<file path="config.mk">
export PLATFORM = sky130hd
export DESIGN_NAME = mesi_line_ctrl
export DESIGN_NICKNAME = d
export VERILOG_FILES = /design/src/rtl/mesi_line_ctrl.sv
export SDC_FILE = /design/constraint.sdc
export NUM_CORES = 1
export LEC_CHECK = 0
export BUFFER_PORTS_ARGS = -buffer_cell sky130_fd_sc_hd__buf_2
export CAP_MARGIN = 10
export CORE_ASPECT_RATIO = 1.25
export CORE_MARGIN = 2
export CORE_UTILIZATION = 57
export CTS_BUF_LIST = sky130_fd_sc_hd__clkbuf_8
export DETAILED_ROUTE_END_ITERATION = 10
export GPL_TIMING_DRIVEN = 0
export PLACE_DENSITY = 0.92
export RECOVER_POWER = 100
export SLEW_MARGIN = 20
export SYNTH_ARGS = -nofsm -noshare
export SYNTH_HDL_FRONTEND = slang
export SYNTH_SLANG_ARGS = --single-unit
export TNS_END_PERCENT = 30
</file>
<file path="constraint.sdc">
create_clock -name clk -period 3.5 [get_ports clk]
set_clock_uncertainty 0.05 [all_clocks]
set_input_delay 0.175 -clock clk [delete_from_list [all_inputs] [get_ports clk]]
set_output_delay 0.175 -clock clk [all_outputs]
set_load 0.03 [all_outputs]
</file>
<file path="src/rtl/mesi_line_ctrl.sv">
module mesi_line_ctrl #(
  parameter int ADDR_W = 8,
  parameter int IDX_W  = 2,
  parameter int DATA_W = 8
) (
  input  logic              clk,
  input  logic              rst_n,
  input  logic              cpu_req,
  input  logic              cpu_we,
  input  logic [ADDR_W-1:0] cpu_addr,
  input  logic [DATA_W-1:0] cpu_wdata,
  output logic              cpu_busy,
  output logic              cpu_done,
  output logic [DATA_W-1:0] cpu_rdata,
  output logic              bus_req,
  output logic [1:0]        bus_cmd,
  output logic [ADDR_W-1:0] bus_addr,
  output logic [DATA_W-1:0] bus_wdata,
  input  logic              bus_gnt,
  input  logic [DATA_W-1:0] bus_rdata,
  input  logic              bus_shared,
  input  logic              snp_valid,
  input  logic              snp_wr,
  input  logic [ADDR_W-1:0] snp_addr,
  output logic              snp_shared,
  output logic              snp_copyback,
  output logic [DATA_W-1:0] snp_wdata
);
  localparam int LINES = 1 << IDX_W;
  localparam int TAG_W = ADDR_W - IDX_W;

  localparam logic [1:0] ST_I = 2'd0, ST_S = 2'd1, ST_E = 2'd2, ST_M = 2'd3;
  localparam logic [1:0] CMD_READ = 2'd0, CMD_RWITM = 2'd1, CMD_INVAL = 2'd2, CMD_CB = 2'd3;

  logic [1:0]        st [LINES];
  logic [TAG_W-1:0]  tg [LINES];
  logic [DATA_W-1:0] dt [LINES];

  wire [IDX_W-1:0] c_idx = cpu_addr[IDX_W-1:0];
  wire [TAG_W-1:0] c_tag = cpu_addr[ADDR_W-1:IDX_W];
  wire [1:0]       c_st  = st[c_idx];
  wire             c_hit = (c_st != ST_I) && (tg[c_idx] == c_tag);
  wire             c_act = cpu_req && !snp_valid;

  wire [IDX_W-1:0] s_idx = snp_addr[IDX_W-1:0];
  wire [TAG_W-1:0] s_tag = snp_addr[ADDR_W-1:IDX_W];
  wire [1:0]       s_st  = st[s_idx];
  wire             s_hit = snp_valid && (s_st != ST_I) && (tg[s_idx] == s_tag);

  wire quiet   = c_hit && (!cpu_we || c_st[1]);
  wire granted = bus_req && bus_gnt;

  always_comb begin
    if (c_hit)             bus_cmd = CMD_INVAL;
    else if (c_st == ST_M) bus_cmd = CMD_CB;
    else                   bus_cmd = cpu_we ? CMD_RWITM : CMD_READ;
  end

  assign bus_req   = c_act && !quiet;
  assign bus_addr  = (bus_cmd == CMD_CB) ? {tg[c_idx], c_idx} : cpu_addr;
  assign bus_wdata = dt[c_idx];
  assign cpu_done  = (c_act && quiet) || (granted && bus_cmd != CMD_CB);
  assign cpu_rdata = c_hit ? dt[c_idx] : bus_rdata;
  assign cpu_busy  = cpu_req && !cpu_done;

  assign snp_shared   = s_hit && !snp_wr;
  assign snp_copyback = s_hit && (s_st == ST_M);
  assign snp_wdata    = dt[s_idx];

  always_ff @(posedge clk) begin
    if (!rst_n) begin
      for (int i = 0; i < LINES; i++) begin
        st[i] <= ST_I;
        tg[i] <= '0;
        dt[i] <= '0;
      end
    end else begin
      if (s_hit) st[s_idx] <= snp_wr ? ST_I : ST_S;
      if (c_act && quiet && cpu_we) begin
        st[c_idx] <= ST_M;
        dt[c_idx] <= cpu_wdata;
      end else if (granted) begin
        case (bus_cmd)
          CMD_READ: begin
            st[c_idx] <= bus_shared ? ST_S : ST_E;
            tg[c_idx] <= c_tag;
            dt[c_idx] <= bus_rdata;
          end
          CMD_RWITM: begin
            st[c_idx] <= ST_M;
            tg[c_idx] <= c_tag;
            dt[c_idx] <= cpu_wdata;
          end
          CMD_INVAL: begin
            st[c_idx] <= ST_M;
            dt[c_idx] <= cpu_wdata;
          end
          default: st[c_idx] <= ST_I;
        endcase
      end
    end
  end

  AST_SNOOP_READ_DEMOTES: assert property (@(posedge clk) disable iff (!rst_n)
    (s_hit && !snp_wr) |=> st[$past(s_idx)] == ST_S);
  AST_SNOOP_WRITE_KILLS: assert property (@(posedge clk) disable iff (!rst_n)
    (s_hit && snp_wr) |=> st[$past(s_idx)] == ST_I);
  AST_WRITE_LEAVES_DIRTY: assert property (@(posedge clk) disable iff (!rst_n)
    (cpu_done && cpu_we) |=> st[$past(c_idx)] == ST_M);
  AST_READ_FILL_STATE: assert property (@(posedge clk) disable iff (!rst_n)
    (granted && bus_cmd == CMD_READ) |=> st[$past(c_idx)] == ($past(bus_shared) ? ST_S : ST_E));
  AST_COPYBACK_FREES: assert property (@(posedge clk) disable iff (!rst_n)
    (granted && bus_cmd == CMD_CB) |=> st[$past(c_idx)] == ST_I);
  AST_SNOOP_HOLDS_CPU: assert property (@(posedge clk) disable iff (!rst_n)
    snp_valid |-> (!bus_req && !cpu_done));
endmodule

</file>
==> flow_summary.json, run 1 <==
{
  "status": "finished clean",
  "yosys_most_used_dff": "edfxtp_1",
  "ys_types": 49,
  "cts_tree": "yes",
  "yosysMostFrequentCell": "edfxtp_1",
  "startpoint": "tg[2][0]",
  "cts_root_buf": "clkbuf_8",
  "vias": 2977,
  "drt_pass1_iterations": 5,
  "synth-seq-cells": 64,
  "clk_latency_ns": 0.35,
  "vias_per_cell": 6.32,
  "grt_pass1_wl_um": 15700,
  "async_flop_share": 0,
  "fmax_ghz": 0.298,
  "synth_commonest_cells": "edfxtp_1, mux4_2, nor2_1",
  "gp_congestion": 0.847,
  "portBuffers": 75,
  "yosys.area.top_type": "edfxtp_1",
  "rsz0062_at_grt": "no",
  "core_area_um2": 6850,
  "ant_nets": 0,
  "worst_slew_pin_slew_ns": 0.997,
  "grt_util_all_layers": 0.277,
  "antenna_cells": 0,
  "cp_data_required_time_ns": 3.48,
  "r2r-start": "tg[2][0]",
  "seq_area_frac_synth": 0.484,
  "p_leak_nw": 1.79,
  "hp-class": "in -> reg",
  "die_h_um": 97.3,
  "clkTransAtPathRegs_ns": 0.06,
  "netlist_top_cells_area": "edfxtp_1, mux4_2, mux2_2",
  "powerDensity_nw_per_um2": 401,
  "whs_ns": 0.137,
  "grt_pass1_vias": 3115,
  "fin_crit_sh": 0.959,
  "wl_per_cell_um": 21.2,
  "grt_max_degree": 11,
  "antenna_found_initial": 0,
  "fp.dieW_um": 78.7,
  "cts_max_level": 3,
  "endpoint_kind": "register",
  "drtIter0Drc": 299,
  "worstPathArrival_ns": 3.34,
  "hp-start": "cpu_addr[2]",
  "rows": 34,
  "crit_type": "reg -> reg",
  "drc": 0,
  "n_fill_cell": 515,
  "avgSynthCellArea_um2": 13.7,
  "cts_buffer_depth": 2,
  "dp_hpwl_um": 7410,
  "finalCoreUtilization": 0.670,
  "syn-cell-area_um2": 3970,
  "synthToLayoutAreaGrowth_pct": 15.6,
  "maxCapViolCount": 0,
  "syn_nets": 330,
  "start_kind": "register",
  "ir_worst_vdd_v": 0.000294,
  "nNetsFinal": 416,
  "setup_viol": 0,
  "hold_viol": 0,
  "synth_edf_count": 64,
  "yosysWarningCount": 0,
  "die_area_um2": 7650,
  "finalMaxSlewViolations": 0,
  "cts_buffers": 9,
  "postCtsSetupRepairBufs": 0,
  "syn-instance-count": 290,
  "overflow": 0,
  "cts_sinks": 64,
  "initial_utilization": 0.580,
  "totalWireLength_um": 9980,
  "path_max_fanout": 10,
  "drive_above_1_share": 0.336,
  "min_period_ns": 3.36,
  "ios": 79,
  "slew_headroom": 0.328,
  "synth_top_area_frac": 0.484
}
registers in the layout (all words and copies together), names as in the netlist:
| register | cells |
|---|---|
| dt | 32 |
| tg | 24 |
| st | 8 |
logic make-up after synthesis:
kind of cell,count (synthesis),synth area share
buffers and inverters,31,0.0444
AND/OR/NAND/NOR,104,0.145
flip-flops,64,0.484
multiplexers,54,0.244
XOR/XNOR,12,0.0321
AO/OA/AOI/OAI,25,0.0504
stage by stage:
stage	cell area [um^2]	TNS, ns	std cells	worst slack [ns]	power, mW
finish	4590	0	471	0.145	1.84
global route	4590	0	471	0.0335	1.90
CTS	4640	0	471	0.0393	1.84
detailed placement	4460	-1.16	455	-0.0685	1.27
global placement	4460	-6.98	455	-0.299	1.25
floorplan	3970	0	290	0.428	1.16
worst max-delay path, cell delays in order (launching register included):
cell and delay [ns]:
edfxtp_1 0.42, mux4_1 0.59, xor2_1 0.21, or3_4 0.44, o21a_1 0.19, buf_2 0.18, a31oi_1 0.36, clkbuf_2 0.36
o21ai_2 0.24
metal layers:
| layer | routed length, um | up-vias | track usage |
|---|---|---|---|
| met1 | 3430 | 1454 | 0.313 |
| met4 | 259 | 0 | 0.126 |
| met2 | 5490 | 180 | 0.491 |
| met3 | 810 | 23 | 0.0632 |
| met5 | 0 | - | 0 |
| li1 | - | 1320 | - |
power breakdown:
group,switching [mW],internal [mW]
sequential,0.0167,0.876
combinational,0.222,0.134
clock,0.277,0.316
area by class of cell:
type,count,area [um^2],area share
flip-flops and latches,64,1920,0.419
plain buffers,25,149,0.0324
inverters,6,22.5,0.00491
clock buffers,9,124,0.0270
clock inverters,7,55.1,0.0120
repair buffers,75,342,0.0744
well taps,90,113,0.0245
multi-input cells,195,1860,0.406
final timing paths:
| check | to | slack [ns] | depth (start not counted) |
|---|---|---|---|
| worst max register to register | dt[1][4] | 0.14 | 8 |
| worst max-delay path | dt[1][4] | 0.14 | 8 |
| worst min-delay path | tg[3][0] | 0.14 | 2 |
| worst min register to register | dt[3][6] | 1.29 | 5 |
cell usage in the layout (no fill, tap or decap), types with 7 or more instances in the layout:
master and count:
mux2i_1 7, nor4_1 7, clkbuf_1 37, nor3_1 19, inv_1 8, nand2_1 8, nor2_1 21, mux2_2 13
mux4_2 29, clkbuf_2 13, clkbuf_8 9, nor2b_1 9, and3_1 19, buf_2 42, edfxtp_1 64
what timing repair did:
action                     4_1_cts  5_1_grt
hold buffers                     0        0
setup endpoints to repair        0       26
resized for setup                0        4
No activity file was read; power rests on OpenSTA's default activity.
==> inputs of run 2 (changes only) <==
CAP_MARGIN = 20   (was 10)
CORE_MARGIN = default   (was 2)
==> run 2 against run 1 <==
Sequential power about the same. Critical path depth down 1. First-iteration DRC count down 2.7%. Register-to-register slack worse by 0.12 ns. Wire length down 1.2%. Die area down 4.5%. Clock power up 6.1%. Final cell count down 0.64%. Hold slack worse by 0.012 ns. Global-route usage up 1.2 points. Largest power group unchanged.
==> flow_summary.json, run 2 (synthesized netlist as in run 1, its figures left out) <==
{
  "status": "finished clean",
  "worst_slew_pin_slew_ns": 1.17,
  "swShare": 0.288,
  "maxCapViolCount": 0,
  "die_h_um": 95.3,
  "cp_data_required_time_ns": 3.43,
  "endpoint_kind": "register",
  "grt_max_degree": 13,
  "setup_viol": 0,
  "vias_per_cell": 6.38,
  "cts_root_buf": "clkbuf_8",
  "antenna_cells": 0,
  "grt_util_all_layers": 0.289,
  "synthToLayoutAreaGrowth_pct": 16.6,
  "core_area_um2": 6650,
  "cts_sinks": 64,
  "regMostFlops": "dt",
  "largest_reg_flops": 32,
  "seq_power_share": 0.473,
  "drtIter0Drc": 291,
  "pwr-share-comb": 0.192,
  "rsz0062_at_grt": "yes",
  "final_cell_mix": "buf_2, edfxtp_1, mux4_2, clkbuf_1, nor2_1",
  "start_kind": "register",
  "overflow": 0,
  "fmax_ghz": 0.288,
  "drt_pass1_iterations": 5,
  "min_period_ns": 3.48,
  "drc": 0,
  "wl_per_cell_um": 21.1,
  "reg_top3": "dt: 32 flops, tg: 24 flops, st: 8 flops",
  "vias": 2988,
  "initial_utilization": 0.597,
  "fin_crit_sh": 0.993,
  "powerDensity_nw_per_um2": 406,
  "switchingPower_mw": 0.542,
  "finalWorstSetupSlack_ns": 0.0242,
  "finalMaxSlewViolations": 0,
  "cts_tree": "yes",
  "cts_max_level": 3,
  "gp_congestion": 0.860,
  "dp_hpwl_um": 7250,
  "p_leak_nw": 1.83,
  "totalWireLength_um": 9860,
  "clk_latency_ns": 0.36,
  "power.internal_mw": 1.34,
  "hold_viol": 0,
  "crit_type": "reg -> reg",
  "antenna_found_initial": 0,
  "cts_buffers": 9,
  "portBuffers": 75,
  "whs_ns": 0.125,
  "path_max_fanout": 10,
  "die_area_um2": 7310,
  "pwr-share-clk": 0.334,
  "fp.dieW_um": 76.7,
  "postCtsSetupRepairBufs": 0,
  "cts_buffer_depth": 2,
  "rows": 33,
  "ir_worst_vdd_v": 0.000342,
  "hp-class": "in -> reg",
  "ios": 79,
  "grt_pass1_wl_um": 15200,
  "ant_nets": 0,
  "final_common_cell": "buf_2",
  "pre_cts_slack_ns": -0.126,
  "clkTransAtPathRegs_ns": 0.08,
  "drive_above_1_share": 0.378,
  "nNetsFinal": 416,
  "slew_headroom": 0.209,
  "worstPathArrival_ns": 3.40,
  "grt_pass1_vias": 3042
}
run 2: cell types whose count changed in the layout (fill, tap and decap cells not counted), sizes merged:
cell and change:
buf +24, clkbuf -24, clkinv +1, inv -1
run 2: path summary, 6_finish.rpt:
path	start	endpoint	slack, ns	cells past startpoint
max	tg[1][0]	dt[3][7]	0.02	7
min	cpu_addr[7]	tg[3][5]	0.12	2
max reg2reg	tg[1][0]	dt[3][7]	0.02	7
min reg2reg	st[2][1]	dt[0][3]	1.31	4
run 2: cell type report:
| cell class | count | area, um^2 |
|---|---|---|
| Sequential cell | 64 | 1920 |
| Tap cell | 87 | 109 |
| Fill cell | 461 | 2020 |
| Multi-Input combinational cell | 195 | 1880 |
| Clock buffer | 9 | 124 |
| Buffer | 25 | 154 |
| Clock inverter | 7 | 70.1 |
| Timing Repair Buffer | 75 | 354 |
| Inverter | 6 | 22.5 |
run 2: through the flow:
step           cell area, um^2  utilization  setup TNS, ns  std cells  total power, mW
6_report                  4630        0.697              0        468             1.88
2_1_floorplan             3970            -              0        290             1.16
3_5_place_dp              4460        0.670          -2.85        452             1.27
3_3_place_gp              4460        0.670          -9.27        452             1.26
4_1_cts                   4650        0.699              0        468             1.88
5_1_grt                   4630        0.697         -0.823        468             1.93
run 2: what timing repair did:
item / 4_1_cts / 5_1_grt
hold buffers: 0 / 0
resized for setup: 0 / 1
setup endpoints to repair: 0 / 24
run 2: power groups by stage:
| stage | combinational [mW] | sequential, mW | clock, mW |
|---|---|---|---|
| after floorplan | 0.256 | 0.900 | 0 |
| after global placement | 0.355 | 0.903 | 0 |
| after detailed placement | 0.361 | 0.907 | 0 |
| after CTS | 0.364 | 0.890 | 0.626 |
| after global routing | 0.382 | 0.894 | 0.654 |
| final | 0.362 | 0.891 | 0.629 |
run 2: critical path, cell delays in order (launching register included):
cell	delay, ns
edfxtp_1	0.38
mux4_1	0.58
xor2_1	0.21
or3_4	0.44
nor2_1	0.28
a31oi_4	0.18
buf_2	0.23
o21ai_1	0.74
run 2: routing by layer:
metal / vias to the layer above / part of all wire / wire length [um] / GRT usage
met4: 0 / 0.028 / 280 / 0.123
met5: - / 0 / 0 / 0
met3: 34 / 0.081 / 800 / 0.0766
li1: 1311 / - / - / -
met2: 194 / 0.54 / 5350 / 0.523
met1: 1449 / 0.35 / 3440 / 0.325
==> inputs of run 3 (changes only) <==
GPL_TIMING_DRIVEN = default   (was 0)
PLACE_DENSITY = default   (was 0.92)
PLACE_DENSITY_LB_ADDON = 0.2   (was default)
==> run 3 against run 2 <==
Flip-flop and latch count is the same. Wire length shrank 6.5%. Sequential share of layout area grew 0.43 points. Hold slack gained 0.020 ns. Non-clock buffer count shrank 7. First-iteration DRC count grew 13%. Clock power grew 21%. Highest routed layer unchanged.
==> flow_summary.json, run 3 (synthesized netlist as in run 1, its figures left out) <==
{
  "rows": 33,
  "maxCapViolCount": 0,
  "wl_per_cell_um": 20.0,
  "finalMaxSlewViolations": 0,
  "min_period_ns": 3.29,
  "p_leak_nw": 1.80,
  "grt_pass1_vias": 2841,
  "ios": 79,
  "ant_nets": 0,
  "grt_max_degree": 29,
  "cts_buffer_depth": 2,
  "cts_root_buf": "clkbuf_8",
  "worst_slew_pin_slew_ns": 1.02,
  "reg2reg_slack_ns": 0.30,
  "endpoint_kind": "primary output",
  "status": "finished clean",
  "core_area_um2": 6650,
  "finalNonFillerCells": 461,
  "place_inst": 445,
  "pre_cts_slack_ns": 0.450,
  "drt_pass1_iterations": 4,
  "synthToLayoutAreaGrowth_pct": 15.4,
  "worstPathArrival_ns": 3.06,
  "min_to": "tg[3][0]",
  "r2r-start": "tg[2][0]",
  "fin_setup_tns_ns": 0,
  "ctsResizeCount": 0,
  "drive_above_1_share": 0.350,
  "hold_viol": 0,
  "antenna_cells": 0,
  "totalWireLength_um": 9220,
  "hp-class": "in -> reg",
  "vias_per_cell": 6.18,
  "nNetsFinal": 409,
  "final_cell_mix": "edfxtp_1, buf_2, clkbuf_1, mux4_2, nor2_1",
  "largest_reg_flops": 32,
  "fin_crit_sh": 0.940,
  "overflow": 0,
  "antenna_found_initial": 0,
  "die_area_um2": 7310,
  "setup_viol": 0,
  "crit_type": "reg -> out",
  "regArea_um2": 1920,
  "grt_pass1_wl_um": 14700,
  "postCtsSetupRepairBufs": 0,
  "dp_hpwl_um": 6720,
  "regMostFlops": "dt",
  "place_area_um2": 4430,
  "powerDensity_nw_per_um2": 436,
  "postCtsHoldBufs": 0,
  "clkTransAtPathRegs_ns": 0.07,
  "drtIter0Drc": 330,
  "clk_latency_ns": 0.34,
  "hold_depth": 2,
  "n_fill_cell": 510,
  "fp.dieW_um": 76.7,
  "cp_data_required_time_ns": 3.27,
  "drc": 0,
  "rr_worst_depth": 7,
  "rsz0062_at_grt": "no",
  "finalWorstSetupSlack_ns": 0.211,
  "ir_worst_vdd_v": 0.000329,
  "hp-start": "cpu_addr[2]",
  "final_common_cell": "edfxtp_1",
  "slew_headroom": 0.321,
  "power_mw": 2.00,
  "cts_sinks": 64,
  "path_max_fanout": 5,
  "start_kind": "register",
  "fmax_ghz": 0.304,
  "portBuffers": 78,
  "die_h_um": 95.3,
  "reg_top3": "dt: 32 flops, tg: 24 flops, st: 8 flops",
  "cts_tree": "yes",
  "fin_area_um2": 4580,
  "initial_utilization": 0.597,
  "multiInputGateArea_um2": 1850,
  "cts_buffers": 9,
  "grt_util_all_layers": 0.275,
  "vias": 2849,
  "cts_max_level": 3,
  "gp_congestion": 0.842,
  "r2r_end": "dt[2][4]"
}
[run 3: cell count changes in the layout (fill, tap and decap cells not counted), sizes merged]
cell / change
clkbuf: +15
clkinvlp: +1
clkinv: -3
bufinv: +2
buf: -22
[run 3: how the worst max path moves through the flow]
stage,from,endpoint,cells past startpoint
global placement,snp_addr[0],st[1][0],8
detailed placement,snp_addr[0],st[1][0],8
global route,snp_addr[0],st[2][0],8
finish,tg[2][0],cpu_done,8
floorplan,tg[1][0],dt[1][0],7
CTS,tg[2][0],cpu_rdata[1],7
[run 3: layout make-up]
type / count / share of cell area
sequential: 64 / 0.419
multi-input combinational: 195 / 0.404
timing repair buffer: 93 / 0.0966
clock buffer: 9 / 0.0270
clock inverter: 7 / 0.0243
tap: 87 / 0.0237
inverter: 6 / 0.00491
[run 3: metrics by stage]
step	hold WS (ns)	util
finish	0.145	0.690
global route	0.143	0.690
CTS	0.135	0.702
detailed placement	0.494	0.666
global placement	0.487	0.666
floorplan	0.323	-
[run 3: report_power, final]
group | total [mW] | internal, mW | switching, mW
sequential | 0.891 | 0.875 | 0.0157
combinational | 0.348 | 0.131 | 0.217
clock | 0.759 | 0.468 | 0.292
total | 2.00 | 1.47 | 0.525
[run 3: per-layer routing]
layer  GRT usage  part of all wire  wire [um]
met1       0.342              0.39       3580
met2       0.487              0.52       4840
met3      0.0507             0.070        641
met4      0.0929             0.017        161
met5           0                 0          0
[run 3: critical path, cell delays in order, from the launching register on]
cell and delay [ns]:
edfxtp_1 0.42, mux4_1 0.57, xor2_1 0.22, or3_4 0.44, o21ai_2 0.32, buf_4 0.21, a21oi_1 0.07, nor2b_1 0.16
clkbuf_1 0.33
